===== src/rtl/port_irq_fifo_pkg.sv =====
`timescale 1ns/1ps
// Shared types for the interrupting port number queue.
package port_irq_fifo_pkg;

    // Kind of queue update accepted in one cycle: {push accepted, pop accepted}
    typedef enum logic [1:0] {
        QOP_NONE = 2'b00,
        QOP_POP  = 2'b01,
        QOP_PUSH = 2'b10,
        QOP_BOTH = 2'b11
    } qop_e;

endpackage


===== src/rtl/port_irq_fifo_ctrl.sv =====
`timescale 1ns/1ps
// Queue controller: decides which push and pop requests are accepted, keeps
// the write and read slot indices and the occupancy count, and holds the
// sticky overflow flag.
// Assumes: requests are sampled on every rising edge. Initialise has
// priority over both requests. A pop frees a slot for a push in the same cycle.
module port_irq_fifo_ctrl
    import port_irq_fifo_pkg::*;
#(
    parameter int DEPTH = 3,
    localparam int PTR_W = (DEPTH > 1) ? $clog2(DEPTH) : 1,
    localparam int CNT_W = $clog2(DEPTH + 1)
) (
    input  logic             clk,
    input  logic             rst_n,
    input  logic             init,
    input  logic             push_req,
    input  logic             pop_req,
    output logic             wr_en,
    output logic [PTR_W-1:0] wr_idx,
    output logic [PTR_W-1:0] rd_idx,
    output logic [CNT_W-1:0] occ,
    output logic             ovf
);

    localparam logic [CNT_W-1:0] OCC_MAX  = CNT_W'(DEPTH);
    localparam logic [PTR_W-1:0] LAST_IDX = PTR_W'(DEPTH - 1);

    logic pop_ok;
    logic push_ok;
    logic drop;
    qop_e op;

    // Advance a slot index, wrapping at the configured depth
    function automatic logic [PTR_W-1:0] step_idx(input logic [PTR_W-1:0] p);
        return (p == LAST_IDX) ? '0 : p + PTR_W'(1);
    endfunction

    // Decide which of this cycle's requests are accepted
    always_comb begin
        pop_ok  = pop_req && (occ != '0);
        push_ok = push_req && ((occ != OCC_MAX) || pop_ok);
        drop    = push_req && !push_ok;
        op      = qop_e'({push_ok, pop_ok});
        wr_en   = push_ok && !init;
    end

    // Slot indices and occupancy count
    always_ff @(posedge clk) begin
        if (!rst_n || init) begin
            wr_idx <= '0;
            rd_idx <= '0;
            occ    <= '0;
        end else begin
            case (op)
                QOP_PUSH: begin
                    wr_idx <= step_idx(wr_idx);
                    occ    <= occ + CNT_W'(1);
                end
                QOP_POP: begin
                    rd_idx <= step_idx(rd_idx);
                    occ    <= occ - CNT_W'(1);
                end
                QOP_BOTH: begin
                    wr_idx <= step_idx(wr_idx);
                    rd_idx <= step_idx(rd_idx);
                end
                default: ;
            endcase
        end
    end

    // Sticky overflow flag, set by a dropped push
    always_ff @(posedge clk) begin
        if (!rst_n || init) begin
            ovf <= 1'b0;
        end else if (drop) begin
            ovf <= 1'b1;
        end
    end

endmodule


===== src/rtl/port_irq_fifo_store.sv =====
`timescale 1ns/1ps
// Entry storage: DEPTH registers of PORT_W bits. It has one write port
// addressed by slot index and a read port selected by slot index.
// Assumes: indices stay below DEPTH, which the controller guarantees.
module port_irq_fifo_store #(
    parameter int DEPTH  = 3,
    parameter int PORT_W = 4,
    localparam int PTR_W = (DEPTH > 1) ? $clog2(DEPTH) : 1
) (
    input  logic              clk,
    input  logic              rst_n,
    input  logic              wr_en,
    input  logic [PTR_W-1:0]  wr_idx,
    input  logic [PORT_W-1:0] wr_data,
    input  logic [PTR_W-1:0]  rd_idx,
    output logic [PORT_W-1:0] rd_data
);

    logic [PORT_W-1:0] slot [DEPTH];

    for (genvar i = 0; i < DEPTH; i++) begin : g_slot
        // One entry register, loaded when the write index selects it
        always_ff @(posedge clk) begin
            if (!rst_n) begin
                slot[i] <= '0;
            end else if (wr_en && (wr_idx == PTR_W'(i))) begin
                slot[i] <= wr_data;
            end
        end
    end

    // Read selection by comparison, so no out-of-range index is formed
    always_comb begin
        rd_data = '0;
        for (int i = 0; i < DEPTH; i++) begin
            if (rd_idx == PTR_W'(i)) begin
                rd_data = slot[i];
            end
        end
    end

endmodule


===== src/rtl/port_irq_fifo_status.sv =====
`timescale 1ns/1ps
// Status outputs: interrupt request and full flag from the occupancy count,
// and the read value, forced to zero while the queue is empty.
// Assumes: occ never exceeds DEPTH.
module port_irq_fifo_status #(
    parameter int DEPTH  = 3,
    parameter int PORT_W = 4,
    localparam int CNT_W = $clog2(DEPTH + 1)
) (
    input  logic [CNT_W-1:0]  occ,
    input  logic [PORT_W-1:0] head,
    output logic              irq,
    output logic              full,
    output logic [PORT_W-1:0] port_out
);

    // Derive the host-visible flags and read value
    always_comb begin
        irq      = (occ != '0);
        full     = (occ == CNT_W'(DEPTH));
        port_out = irq ? head : '0;
    end

endmodule


===== src/rtl/port_irq_fifo.sv =====
`timescale 1ns/1ps
// Interrupting port number queue, top level. It records the numbers of
// ports whose sequencer dispatch has finished, raises an interrupt while any
// number is pending, and releases the oldest number on each status read.
// Assumes: single clock, synchronous active-low reset, and strobes that
// count once per cycle they are high.
module port_irq_fifo #(
    parameter int DEPTH  = 3,
    parameter int PORT_W = 4
) (
    input  logic              clk,
    input  logic              rst_n,
    input  logic              chan_init,
    input  logic              seq_done,
    input  logic [PORT_W-1:0] seq_port,
    input  logic              stat_rd,
    output logic [PORT_W-1:0] stat_port,
    output logic              irq,
    output logic              full,
    output logic              overflow
);

    localparam int PTR_W = (DEPTH > 1) ? $clog2(DEPTH) : 1;
    localparam int CNT_W = $clog2(DEPTH + 1);

    logic             wr_en;
    logic [PTR_W-1:0] wr_idx;
    logic [PTR_W-1:0] rd_idx;
    logic [CNT_W-1:0] occ;
    logic [PORT_W-1:0] head;

    port_irq_fifo_ctrl #(.DEPTH(DEPTH)) ctrl_i (
        .clk      (clk),
        .rst_n    (rst_n),
        .init     (chan_init),
        .push_req (seq_done),
        .pop_req  (stat_rd),
        .wr_en    (wr_en),
        .wr_idx   (wr_idx),
        .rd_idx   (rd_idx),
        .occ      (occ),
        .ovf      (overflow)
    );

    port_irq_fifo_store #(.DEPTH(DEPTH), .PORT_W(PORT_W)) store_i (
        .clk     (clk),
        .rst_n   (rst_n),
        .wr_en   (wr_en),
        .wr_idx  (wr_idx),
        .wr_data (seq_port),
        .rd_idx  (rd_idx),
        .rd_data (head)
    );

    port_irq_fifo_status #(.DEPTH(DEPTH), .PORT_W(PORT_W)) status_i (
        .occ      (occ),
        .head     (head),
        .irq      (irq),
        .full     (full),
        .port_out (stat_port)
    );

endmodule


===== config.mk =====
export PLATFORM = sky130hd
export DESIGN_NAME = port_irq_fifo
export DESIGN_NICKNAME = d
export VERILOG_FILES = /design/src/rtl/port_irq_fifo_pkg.sv /design/src/rtl/port_irq_fifo_ctrl.sv /design/src/rtl/port_irq_fifo_store.sv /design/src/rtl/port_irq_fifo_status.sv /design/src/rtl/port_irq_fifo.sv
export SDC_FILE = /design/constraint.sdc
export NUM_CORES = 1
export LEC_CHECK = 0
export BUFFER_PORTS_ARGS = -buffer_cell sky130_fd_sc_hd__buf_2
export CAP_MARGIN = 25
export CELL_PAD_IN_SITES_DETAIL_PLACEMENT = 0
export CELL_PAD_IN_SITES_GLOBAL_PLACEMENT = 1
export CORE_AREA = 2 2 56 58
export DETAILED_ROUTE_END_ITERATION = 8
export DIE_AREA = 0 0 58 60
export HOLD_SLACK_MARGIN = 0.05
export PLACE_DENSITY_LB_ADDON = 0.08
export SYNTH_ARGS = -nofsm -noshare
export SYNTH_HDL_FRONTEND = slang
export SYNTH_SLANG_ARGS = --single-unit
export TNS_END_PERCENT = 100

===== constraint.sdc =====
create_clock -name clk -period 2 [get_ports clk]
set_input_delay 0.2 -clock clk [delete_from_list [all_inputs] [get_ports clk]]
set_output_delay 0.2 -clock clk [all_outputs]
set_load 0.05 [all_outputs]

[Yosys cells after proc, flatten, opt, wreduce, memory -nomap -nowiden]
Memories as Yosys holds them, arrays and structs flattened.
Cells that the tools add are included.
Cells by class
  bitwise logic cells: 3
  reduce and logical (&&, ||, !) cells: 18
  eq/ne operators: 9
  multiplexer cells: 20
  $add $sub $neg: 4
Operator list (count)
  4-bit 2-to-1 mux: 7
  2-bit equality test, second input constant: 5
  1-bit 2-to-1 mux: 10
  1-bit logical AND: 7
  2-bit by 1-bit adder with 2-bit output, second input constant: 3
  2-bit by 1-bit equality test with 1-bit output, second input constant: 3
  2-bit logical NOT: 2
  2-bit 2-to-1 mux: 2
  2-bit case mux with 2 select lines: 1
  2-bit nonzero test: 2
  2-bit OR reduction: 2
  1-bit logical NOT: 3
  1-bit OR: 3
  1-bit logical OR: 2
  2-bit != test, second input constant: 1
  2-bit by 1-bit subtractor with 2-bit output, second input constant: 1
Storage, ports and cells
  memories kept: 1
  bits in writable memories: 12
  input bits: 9
  word-level logic and storage cells: 59
  output and inout bits: 7
  flip-flop bits (word level): 7
Memory list
  store_i.slot: depth 3, bits a word 4, read ports 3, clocked after memory_dff 0, write ports 3, line port_irq_fifo_store.sv:19  | logic [PORT_W-1:0] slot [DEPTH];

[Depth between registers and ports, before layout]
  depth in word-level cells: 10
  depth in mapped cells: 7

[Hierarchy]
A second synthesis with hierarchy kept.
Second synthesis, totals
  cell total of the unflattened synthesis: 88
  area, all modules: 977.2 sq um
By module, submodules not included
  port_irq_fifo_store: seq. area each 360.3 sq um, instances 1, cells each 43, area each 588.1 sq um
  port_irq_fifo_ctrl: seq. area each 140.1 sq um, instances 1, cells each 39, area each 345.3 sq um
  port_irq_fifo_status: seq. area each 0.0 sq um, instances 1, cells each 6, area each 43.8 sq um

[Worst setup path after synthesis]
Ideal clock, no wire load.
  path kind: reg-to-output
  start: register ctrl_i.rd_idx[0]
  end: output stat_port[0]
  setup slack: 0.232 ns
  data arrival time: 1.568 ns
  buffers on the path: 1
  cell stages (with the launch flop): 5
  required time: 1.800 ns
  cells stage by stage: dfxtp_1 -> buf_4 -> mux2i_1 -> or2_2 -> a21oi_1
Between the ends
  longest elaborated chain between the ends: 5
Ends and longest elaborated chain
  start, declared: line port_irq_fifo_ctrl.sv:21  | output logic [PTR_W-1:0] rd_idx,
  start signal, assigned: line port_irq_fifo_ctrl.sv:61  | rd_idx <= step_idx(rd_idx);
  start signal, assigned: line port_irq_fifo_ctrl.sv:66  | rd_idx <= step_idx(rd_idx);
  2-bit logical NOT: line port_irq_fifo_store.sv:36  | if (rd_idx == PTR_W'(i)) begin
  4-bit 2-to-1 mux (2 in series): line port_irq_fifo_store.sv:36
  4-bit 2-to-1 mux (*): line port_irq_fifo_store.sv:36
  4-bit 2-to-1 mux (*): line port_irq_fifo_status.sv:21  | port_out = irq ? head : '0;
  end, declared: line port_irq_fifo.sv:17  | output logic [PORT_W-1:0] stat_port,
Mark *: on every way between the ends. The rest lies on a longest branch, timed or not.

[Worst setup path in the final report]
  start: register ctrl_i.occ[0]
  end: register ctrl_i.occ[1]
Between the ends
  longest elaborated chain between the ends: 6
Ends and longest elaborated chain
  start, declared: line port_irq_fifo_ctrl.sv:22  | output logic [CNT_W-1:0] occ,
  start signal, assigned: line port_irq_fifo_ctrl.sv:58  | occ <= occ + CNT_W'(1);
  start signal, assigned: line port_irq_fifo_ctrl.sv:62  | occ <= occ - CNT_W'(1);
  2-bit nonzero test: line port_irq_fifo_ctrl.sv:41  | pop_ok = pop_req && (occ != '0);
  1-bit logical AND: line port_irq_fifo_ctrl.sv:41
  1-bit logical OR: line port_irq_fifo_ctrl.sv:42  | push_ok = push_req && ((occ != OCC_MAX) || pop_ok);
  1-bit logical AND: line port_irq_fifo_ctrl.sv:42
  2-bit by 1-bit equality test with 1-bit output or 2-bit equality test (tied branches): line port_irq_fifo_ctrl.sv:55  | case (op)
  2-bit case mux with 2 select lines or 2-bit nonzero test (tied branches)
Several ways; a longest one is shown, not always the timed one.
A chain may end at the register's enable or synchronous reset.

==> impl_metrics.tcl <==
set metrics [dict create \
    fillers 315 \
    via_per_inst 4.79 \
    grt_util_all_layers_pct 12.4 \
    drt-total-wl_um 1880 \
    intPower_uw 545 \
    die_x_um 58 \
    path_clk_slew_ns 0.12 \
    tritoncts "yes" \
    syn_nets 110 \
    p_clk_share_pct 26.9 \
    core_mm2 0.00290 \
    finalSetupViolations 0 \
    peakVddDrop_v 0.000345 \
    worstSetupPathType "flip-flop to flip-flop" \
    drtAntennaViolNets 0 \
    dr_total_vias 724 \
    fmax_mhz 553 \
    p_sw_share_pct 27.2 \
    overflow 0 \
    period_share_pct 90.4 \
    antenna_found_initial 0 \
    endpoint_kind "flip-flop" \
    final_hold_viol_count 0 \
    layout-drive-gt1-share_pct 27.1 \
    final-seq-area_um2 502 \
    avgSynthCellArea_um2 9.95 \
    slew_headroom_pct 72.3 \
    yosysWarnings 0 \
    multiInputGateArea_um2 440 \
    die_area_mm2 0.00348 \
    fp.dieH_um 60 \
    ios 16 \
    synth_edf_count 12 \
    ys_ff_latch 19 \
    rows 20 \
    ys.flop_type "edfxtp_1" \
    htreeDepth 1 \
    wl_per_cell_um 12.5 \
    drtPass1Iterations 4 \
    synth_async_sr_flop_share_pct 0 \
    area_growth_pct 16.0 \
    hold_buffers 0 \
    period_needed_ns 1.81 \
    final_net_count 131 \
    fin_ws_ns 0.191 \
    grt_pass1_wl_um 3200 \
    hpwlAfterDp_um 1430 \
    root_buffer "clkbuf_4" \
    numCtsBuffers 3 \
    cts.sinks 19 \
    rsz0062_at_grt "no" \
    n_antenna_cell 0 \
    critPathLaunchType "flip-flop" \
    first_global_vias 715 \
    leakage_nw 0.438 \
    start_util_pct 33.6 \
    grt_max_degree 12 \
    hold_class "input pin to flip-flop" \
    cts_resized 0 \
    yosys.cell_types.count 26 \
    clk_latency_ns 0.30 \
    io_buffers 15 \
    net-switching-power_uw 204 \
    dpl_worst_slack_ns 0.186 \
    clock_path_buffers 2 \
    fin_skew_ns 0.00517 \
    crit_path_max_fanout 6 \
    drtIter0Drc 21 \
    cap_violations 0 \
    synth_cells 98 \
    power.density_mw_per_mm2 662 \
    power_frac_seq_pct 59.2 \
    status "complete, no violations" \
    gp_congestion 0.681 \
    fin_tns_setup_ns 0 \
    fin_util_pct 39.0 \
    syn_area_um2 975 \
    crit_arrival_ns 2.05 \
    worst_ep_required_time_ns 2.24 \
    final-max-slew-violation-count 0 \
    p_comb_share_pct 13.9 \
    post_cts_buffers 0 \
    yosysSeqAreaShare_pct 51.3 \
    drc 0 \
    tightest_slew_ns 0.414 \
]
critical path, stage by stage, from the launching register on:
cell     delay (ns)
dfxtp_1        0.44
nor2_1         0.16
nor2b_1        0.24
inv_1          0.07
ha_1           0.33
or3_1          0.37
a21oi_1        0.13
final timing paths:
kind / to / cells after the start / start / slack, ns
max: ctrl_i.occ[1] / 6 / ctrl_i.occ[0] / 0.19
min: ctrl_i.ovf / 3 / seq_done / 0.17
min reg2reg: ctrl_i.ovf / 2 / ctrl_i.ovf / 0.48
max reg2reg: ctrl_i.occ[1] / 6 / ctrl_i.occ[0] / 0.19
synthesized netlist by cell type, types with 2 or more instances:
cell	instances	share of area [%]
nand2_1	13	5.0
edfxtp_1	12	37
a21oi_1	10	5.1
nor3_1	8	4.1
dfxtp_1	7	14
nor2_1	6	2.3
and2_1	5	3.2
inv_1	4	1.5
mux2i_1	4	4.1
or2_2	4	2.6
or3_1	4	2.6
ha_1	3	3.9
o21ai_0	3	1.5
buf_4	2	1.5
nor2b_1	2	1.3
logic make-up after synthesis:
family / Yosys count / share of synthesized area [%]
flip-flops: 19 / 51.3
AND/OR/NAND/NOR: 49 / 27.9
AO/OA/AOI/OAI: 14 / 7.57
multiplexers: 4 / 4.11
buffers and inverters: 7 / 3.46
XOR/XNOR: 2 / 1.80
adder cells (fa/ha/maj): 3 / 3.85
power by group through the flow:
stage | combinational (mW) | sequential, mW | clock [mW]
after floorplan | 0.0747 | 0.446 | 0
after global placement | 0.104 | 0.452 | 0
after detailed placement | 0.105 | 0.452 | 0
after CTS | 0.105 | 0.443 | 0.211
after global routing | 0.115 | 0.446 | 0.224
final | 0.104 | 0.444 | 0.201
metal layers:
| layer | vias to the layer above | GRT usage [%] | wire length [um] |
|---|---|---|---|
| met5 | - | 0 | 0 |
| met4 | 0 | 6.98 | 24 |
| met2 | 12 | 18.7 | 853 |
| met1 | 332 | 16.8 | 941 |
| li1 | 378 | - | - |
| met3 | 2 | 2.16 | 63 |
flip-flops by register name, indices dropped and copies added, names as in the netlist:
| signal | cells |
|---|---|
| store_i.slot | 12 |
| ctrl_i.rd_idx | 2 |
| ctrl_i.occ | 2 |
| ctrl_i.ovf | 1 |
| ctrl_i.wr_idx | 2 |
metrics by stage:
stage	cell area (um^2)	total power [mW]	instances	hold slack, ns
final	1130	0.749	151	0.167
after global routing	1130	0.785	151	0.176
after CTS	1130	0.759	151	0.162
after detailed placement	1100	0.558	147	0.451
after global placement	1100	0.557	147	0.448
after floorplan	975	0.521	98	0.341
cells in the final DEF (no fill, tap or decap), drive strengths merged, types with 4 or more instances in the layout:
master   n
buf     19
nor2     6
dfxtp    7
a21oi   10
mux2i    4
or3      4
nor3     8
inv      4
edfxtp  12
or2      4
and2     6
nand2   13
layout make-up:
type                            count  area share [%]
Clock buffer                        3            1.99
Clock inverter                      1           0.442
Inverter                            4            1.33
Multi-Input combinational cell     72            38.9
Sequential cell                    19            44.4
Tap cell                           33            3.65
Timing Repair Buffer               19            9.29
(Power assumes the default switching activity.)
